### config.mk
export PLATFORM = sky130hd
export DESIGN_NAME = patrol_scrub_engine
export DESIGN_NICKNAME = d
export VERILOG_FILES = /design/src/rtl/ps_pkg.sv /design/src/rtl/ps_interval_timer.sv /design/src/rtl/ps_cursor.sv /design/src/rtl/patrol_scrub_engine.sv
export SDC_FILE = /design/constraint.sdc
export NUM_CORES = 1
export LEC_CHECK = 0
export BUFFER_PORTS_ARGS = -buffer_cell sky130_fd_sc_hd__buf_2
export CAP_MARGIN = 25
export CORE_UTILIZATION = 54
export DETAILED_ROUTE_END_ITERATION = 7
export GPL_ROUTABILITY_DRIVEN = 0
export HOLD_SLACK_MARGIN = 0.08
export PLACE_DENSITY = 0.85
export REMOVE_ABC_BUFFERS = 1
export SKIP_LAST_GASP = 1
export SLEW_MARGIN = 20
export SYNTH_ARGS = -nofsm -noshare
export SYNTH_HDL_FRONTEND = slang
export SYNTH_HIERARCHICAL = 1
export SYNTH_SLANG_ARGS = --single-unit
### constraint.sdc
create_clock -name clk -period 4.6 [get_ports clk]
set_input_delay 0.23 -clock clk [delete_from_list [all_inputs] [get_ports clk]]
set_output_delay 0.23 -clock clk [all_outputs]
set_load 0.01 [all_outputs]
### src/rtl/ps_pkg.sv
package ps_pkg;
  localparam int DEF_ADDR_W = 31;
  localparam int DEF_RANK_W = 4;
  localparam int DEF_CHAN_W = 2;
  localparam int DEF_INTV_W = 24;

  // Which field of the cursor moves on the next accepted request
  typedef enum logic [1:0] {
    STEP_ADDR = 2'd0,
    STEP_RANK = 2'd1,
    STEP_CHAN = 2'd2,
    STEP_WRAP = 2'd3
  } step_e;
endpackage

### src/rtl/ps_interval_timer.sv
module ps_interval_timer #(
  parameter int INTV_W = 24
) (
  input  logic              clk,
  input  logic              rst_n,
  input  logic              clr_i,
  input  logic              load_i,
  input  logic              dec_i,
  input  logic [INTV_W-1:0] interval_i,
  output logic              zero_o
);
  logic [INTV_W-1:0] cnt_q;

  always_ff @(posedge clk) begin
    if (!rst_n)                      cnt_q <= '0;
    else if (clr_i)                  cnt_q <= '0;
    else if (load_i)                 cnt_q <= interval_i;
    else if (dec_i && cnt_q != '0)   cnt_q <= cnt_q - 1'b1;
  end

  assign zero_o = (cnt_q == '0);
endmodule

### src/rtl/ps_cursor.sv
module ps_cursor
  import ps_pkg::*;
#(
  parameter int ADDR_W = 31,
  parameter int RANK_W = 4,
  parameter int CHAN_W = 2
) (
  input  logic              clk,
  input  logic              rst_n,
  input  logic              load_i,
  input  logic [ADDR_W-1:0] load_addr_i,
  input  logic [RANK_W-1:0] load_rank_i,
  input  logic [CHAN_W-1:0] load_chan_i,
  input  logic              adv_i,
  input  logic [ADDR_W-1:0] lo_i,
  input  logic [ADDR_W-1:0] hi_i,
  input  logic [RANK_W-1:0] rank_max_i,
  input  logic [CHAN_W-1:0] chan_max_i,
  output logic [ADDR_W-1:0] addr_o,
  output logic [RANK_W-1:0] rank_o,
  output logic [CHAN_W-1:0] chan_o,
  output logic              wrap_o
);
  logic [ADDR_W-1:0] addr_q;
  logic [RANK_W-1:0] rank_q;
  logic [CHAN_W-1:0] chan_q;
  step_e             step;

  always_comb begin
    if (addr_q < hi_i)          step = STEP_ADDR;
    else if (rank_q < rank_max_i) step = STEP_RANK;
    else if (chan_q < chan_max_i) step = STEP_CHAN;
    else                          step = STEP_WRAP;
  end

  always_ff @(posedge clk) begin
    if (!rst_n) begin
      addr_q <= '0;
      rank_q <= '0;
      chan_q <= '0;
    end else if (load_i) begin
      addr_q <= load_addr_i;
      rank_q <= load_rank_i;
      chan_q <= load_chan_i;
    end else if (adv_i) begin
      unique case (step)
        STEP_ADDR: addr_q <= addr_q + 1'b1;
        STEP_RANK: begin
          addr_q <= lo_i;
          rank_q <= rank_q + 1'b1;
        end
        STEP_CHAN: begin
          addr_q <= lo_i;
          rank_q <= '0;
          chan_q <= chan_q + 1'b1;
        end
        default: begin
          addr_q <= lo_i;
          rank_q <= '0;
          chan_q <= '0;
        end
      endcase
    end
  end

  assign addr_o = addr_q;
  assign rank_o = rank_q;
  assign chan_o = chan_q;
  assign wrap_o = adv_i && (step == STEP_WRAP);
endmodule

### src/rtl/patrol_scrub_engine.sv
module patrol_scrub_engine
  import ps_pkg::*;
#(
  parameter int ADDR_W = DEF_ADDR_W,
  parameter int RANK_W = DEF_RANK_W,
  parameter int CHAN_W = DEF_CHAN_W,
  parameter int INTV_W = DEF_INTV_W
) (
  input  logic              clk,
  input  logic              rst_n,
  input  logic              scrub_en,
  input  logic              halt_at_end,
  input  logic              halt_on_err,
  input  logic              single_shot,
  input  logic              to_poison_en,
  input  logic [INTV_W-1:0] interval,
  input  logic [ADDR_W-1:0] range_lo,
  input  logic [ADDR_W-1:0] range_hi,
  input  logic [RANK_W-1:0] rank_max,
  input  logic [CHAN_W-1:0] chan_max,
  input  logic              sw_wr,
  input  logic [ADDR_W-1:0] sw_addr,
  input  logic [RANK_W-1:0] sw_rank,
  input  logic [CHAN_W-1:0] sw_chan,
  input  logic              kick,
  input  logic              cmpl_halt_clr,
  input  logic              err_halt_clr,
  input  logic              pass_done_clr,
  output logic              req_valid,
  input  logic              req_ready,
  output logic [ADDR_W-1:0] req_addr,
  output logic [RANK_W-1:0] req_rank,
  output logic [CHAN_W-1:0] req_chan,
  input  logic              rsp_valid,
  input  logic              rsp_poison,
  input  logic              rsp_uncorr,
  output logic              log_valid,
  output logic              poison_wb,
  output logic [ADDR_W-1:0] last_addr,
  output logic [RANK_W-1:0] last_rank,
  output logic [CHAN_W-1:0] last_chan,
  output logic              issued,
  output logic              pass_done,
  output logic              cmpl_halt,
  output logic              err_halt,
  output logic              start_pend
);
  logic once_done_q;
  logic halted, run, fire, launch, cnt_zero, wrap, rsp_err;

  assign halted  = cmpl_halt | err_halt | once_done_q;
  assign run     = (scrub_en | start_pend) & ~halted;
  assign fire    = req_valid & req_ready;
  assign launch  = run & cnt_zero & ~req_valid;
  assign rsp_err = rsp_valid & (rsp_poison | rsp_uncorr);

  ps_interval_timer #(.INTV_W(INTV_W)) u_timer (
    .clk        (clk),
    .rst_n      (rst_n),
    .clr_i      (kick),
    .load_i     (fire),
    .dec_i      (run & ~req_valid),
    .interval_i (interval),
    .zero_o     (cnt_zero)
  );

  ps_cursor #(.ADDR_W(ADDR_W), .RANK_W(RANK_W), .CHAN_W(CHAN_W)) u_cursor (
    .clk         (clk),
    .rst_n       (rst_n),
    .load_i      (sw_wr & ~req_valid),
    .load_addr_i (sw_addr),
    .load_rank_i (sw_rank),
    .load_chan_i (sw_chan),
    .adv_i       (fire & ~single_shot),
    .lo_i        (range_lo),
    .hi_i        (range_hi),
    .rank_max_i  (rank_max),
    .chan_max_i  (chan_max),
    .addr_o      (req_addr),
    .rank_o      (req_rank),
    .chan_o      (req_chan),
    .wrap_o      (wrap)
  );

  always_ff @(posedge clk) begin
    if (!rst_n) begin
      req_valid   <= 1'b0;
      once_done_q <= 1'b0;
      start_pend  <= 1'b0;
      pass_done   <= 1'b0;
      cmpl_halt   <= 1'b0;
      err_halt    <= 1'b0;
      log_valid   <= 1'b0;
      poison_wb   <= 1'b0;
      issued      <= 1'b0;
      last_addr   <= '0;
      last_rank   <= '0;
      last_chan   <= '0;
    end else begin
      if (launch)    req_valid <= 1'b1;
      else if (fire) req_valid <= 1'b0;

      if (fire && single_shot)      once_done_q <= 1'b1;
      else if (!single_shot || kick) once_done_q <= 1'b0;

      if (kick)      start_pend <= 1'b1;
      else if (fire) start_pend <= 1'b0;

      if (wrap)               pass_done <= 1'b1;
      else if (pass_done_clr) pass_done <= 1'b0;

      if (wrap && halt_at_end)                cmpl_halt <= 1'b1;
      else if (cmpl_halt_clr || !halt_at_end) cmpl_halt <= 1'b0;

      if (rsp_err && halt_on_err)            err_halt <= 1'b1;
      else if (err_halt_clr || !halt_on_err) err_halt <= 1'b0;

      log_valid <= rsp_valid & (rsp_poison | (rsp_uncorr & to_poison_en));
      poison_wb <= rsp_valid & rsp_uncorr & to_poison_en;

      if (fire) begin
        last_addr <= req_addr;
        last_rank <= req_rank;
        last_chan <= req_chan;
        issued    <= 1'b1;
      end
    end
  end
endmodule

==> reports/results.md <==
| Result | This run | Unit |
|:---|:---|:---|
| PD cells | 458 | mW/mm^2 |
| # diodes | 0 | - |
| Number of antenna-violating nets in the routed design | 0 | - |
| Worst Skew | 0.00431 | ns |
| Number of antenna violations at the first check in global routing | 0 | - |
| CTS resizes | 0 | - |
| Setup bufs post-CTS | 0 | - |
| Number of sinks on the clock net | 107 | - |
| Count of distinct cell types in the synthesized netlist | 76 | - |
| Transition time of the tightest slew-check pin | 1.04 | ns |
| Min-Delay Path Class | input pin to register | - |
| Number of failing setup endpoints in the final timing report | 0 | - |
| Post-detail-place hpwl | 15200 | microns |
| Overall via count from detail_route | 7525 | - |
| Std-Cell Rows | 41 | - |
| Area fraction of the dominant cell type after synthesis | 30.7 | % |
| Share of synthesized cell area in and, or, nand and nor gates | 23.0 | % |
| Type of the worst setup path | register to register | - |
| Leading cell types by total area after synthesis | sky130_fd_sc_hd__dfxtp_1 (31%), sky130_fd_sc_hd__ha_1 (6.8%), sky130_fd_sc_hd__a21bo_2 (5.3%) | - |
| Max Transition Viols Final | 0 | - |
| Max_slew headroom | 29.9 | % |
| Overall die width | 116 | microns |
| Clock H-tree levels | 3 | - |
| 1st-iter DRT viols | 705 | - |
| Unrepaired setup endpoints after global routing | false | - |
| Net count, final | 1243 | - |
| Startpoint type of the worst setup path | register | - |
| Sum of negative setup slack | 0 | ns |
| Flop and latch count out of synthesis | 107 | - |
| Clock latency reported for the late side of the worst-skew pair | 0.36 | ns |
| Final period demand of the worst path | 3.45 | ns |
| Share of post-route cells with drive strength above 1 | 29.9 | % |
| Largest net degree at the start of global routing | 77 | - |
| Part of the total power dissipated in the clock network | 22.1 | % |
| Growth of design area from synthesis to finish | 22.3 | % |
| Height of the die | 116 | microns |
| Final std cells w/o fill | 1237 | - |
| Minimum setup slack in the final design | 1.15 | ns |
| Standby leakage power | 3.88 | nW |
| Starting density of the core | 55.3 | % |
| Post-Synthesis Cell Area | 0.00697 | sq mm |
| Post-synthesis sequential area ratio | 30.7 | % |
| Dominant combinational cell family by area after synthesis | compound AO/OA/AOI/OAI gates | - |
| Avg Inst Size Synth | 8.06 | sq um |
| Total CTS buffers | 9 | - |
| Warnings from Yosys | 6 | - |
| Critical path data arrival time | 3.64 | ns |
| Number of fill cells in the layout | 1134 | - |
| Synth Area in Adders | 6.82 | % |
| Maximum fanout along the worst path | 20 | - |
| Design internal power | 2.29 | mW |
| Gate power share | 45.5 | % |
| Worst-path clk slew | 0.07 | ns |
| Vias in the first global route | 6668 | - |
| Post-DR vias/cell | 6.08 | - |
| CORE AREA | 0.0126 | sq mm |
| Ports placed on the boundary | 227 | - |
| Max Buffers Root-to-Sink | 2 | - |
| Instance count after placement with tap cells included | 1212 | - |
| Largest area contributor in the synthesized netlist | sky130_fd_sc_hd__dfxtp_1 | - |
| Fraction of the cycle the final worst path needs | 75.0 | % |
| Complex-gate fraction of the synthesized area | 29.0 | % |
| Count of max-cap constraint violations | 0 | - |
| Share of flip-flops with an asynchronous set or reset after synthesis | 0 | % |
| Cell at the root of the clock tree | sky130_fd_sc_hd__clkbuf_16 | - |
| Net switching power figure | 1.61 | mW |
| Highest attainable clock frequency | 290 | MHz |
| DRC violations left | 0 | - |
| Data required, critical path | 4.79 | ns |
| Global-route wire length before repair | 32900 | microns |
| Outcome | finished, final reports clean | - |
| Remaining global-route overflow | 0 | - |
| Global router's overall resource usage | 31.7 | % |
| Worst-case vdd ir drop | 0.366 | mV |
| Detailed-route wire length | 21600 | microns |
| Xor and xnor area share after synthesis | 1.13 | % |
| Cell count after synthesis | 865 | - |
| Multiplexer share of the synthesized area | 2.44 | % |
| Total Die Area | 0.0134 | sq mm |
| CTS tree | built | - |
| Count of flip-flops with a built-in enable after synthesis | 0 | - |
| Worst setup EP type | register | - |
| Number of buffer cells added on primary ports | 226 | - |
| Sequential fraction of design power | 32.4 | % |
| Most instantiated flip-flop cell in the synthesis netlist | sky130_fd_sc_hd__dfxtp_1 | - |
| Setup slack at placement | 1.29 | ns |
| Hold violation total from the final report | 0 | - |
| Drt pass-1 iters | 5 | - |
| WL/cell | 17.5 | microns |
| Switching share of power | 41.3 | % |
-- final timing paths --
path	start	to	slack (ns)	depth (start not counted)
min	halt_at_end	cmpl_halt$_SDFFE_PN0P_	0.09	2
max reg2reg	u_cursor/addr_o[20]$_SDFFE_PN0P_	u_cursor/addr_o[15]$_SDFFE_PN0P_	1.15	8
min reg2reg	once_done_q$_SDFFE_PN0P_	once_done_q$_SDFFE_PN0P_	0.48	2
max	u_cursor/addr_o[20]$_SDFFE_PN0P_	u_cursor/addr_o[15]$_SDFFE_PN0P_	1.15	8
-- metrics by stage --
step | util (%) | hold slack (ns) | area [sq um] | power (mW)
final | 67.6 | 0.0930 | 8530 | 3.91
after global routing | 67.6 | 0.0886 | 8530 | 4.15
after CTS | 67.4 | 0.0800 | 8500 | 3.87
after detailed placement | 64.2 | 0.431 | 8110 | 2.99
after global placement | 64.2 | 0.425 | 8110 | 2.94
after floorplan | - | 0.338 | 6690 | 2.52
-- kinds of logic after synthesis --
logic type      after synthesis
fa+ha+maj                    38
flops                       107
mux                          17
simple gates                295
compound gates              287
buf+inv                     112
xor+xnor                      9
-- routing by layer --
layer	up-vias	global-route usage [%]	share of wire, %
li1	3618	-	-
met1	3478	39.7	42
met2	385	53.0	47
met3	44	7.90	8.5
met4	0	11.5	2.4
met5	-	0	0
-- synthesized netlist by cell type (all sizes together), types with 18 or more instances --
library cell,n
nand3,61
a31oi,22
a21bo,37
inv,51
clkbuf,37
dfxtp,107
nor2,49
ha,38
nand4,18
o21ai,55
nand2,50
buf,22
a21oi,73
nor3,26
-- power groups by stage --
stage	Sequential (mW)	Clock [mW]	Combinational, mW
after floorplan	1.25	0	1.27
after global placement	1.27	0	1.67
after detailed placement	1.28	0	1.71
after CTS	1.26	0.878	1.73
after global routing	1.29	0.911	1.95
final	1.26	0.865	1.78
-- worst max-delay path: stages (launching register included) --
cell                       delay [ns]
sky130_fd_sc_hd__dfxtp_1         0.47
sky130_fd_sc_hd__ha_1            0.30
sky130_fd_sc_hd__a21oi_1         0.14
sky130_fd_sc_hd__o21ai_0         0.10
sky130_fd_sc_hd__a221oi_1        0.39
sky130_fd_sc_hd__and3b_1         0.45
sky130_fd_sc_hd__o21ai_2         0.38
sky130_fd_sc_hd__nor2_1          0.84
sky130_fd_sc_hd__a221oi_1        0.22
-- cell type report --
class                           count  area, sq um  share of cell area [%]
Clock buffer                       12          256                    3.01
Clock inverter                      4         72.6                   0.851
Inverter                           53          199                    2.33
Multi-Input combinational cell    646         4360                    51.1
Sequential cell                   107         2140                    25.1
Tap cell                          172          215                    2.52
Timing Repair Buffer              243         1280                    15.0
-- flip-flops by register name, indices dropped and copies added (netlist names), 2 cells and up --
register,cells
u_cursor/addr_o,31
last_addr,31
u_cursor/chan_o,2
last_rank,4
u_timer/cnt_q,24
u_cursor/rank_o,4
last_chan,2
-- cell usage in the layout, fill, tap and decap left out, drive strengths merged, types with 17 or more instances in the layout --
cell type,synthesis,layout
ha,38,38
inv,51,51
nand3,61,61
a21bo,37,37
a31oi,22,22
nor2,49,49
nor3,26,26
buf,22,236
a21oi,73,73
nand4,18,18
dfxtp,107,107
mux2i,17,17
o21ai,55,55
nand2,50,50
-- what timing repair did --
item,in CTS,in global routing
hold endpoints to repair,7,0
setup endpoints to repair,0,0
hold buffers,7,0
Note: power is estimated with default switching activity, not from simulation.
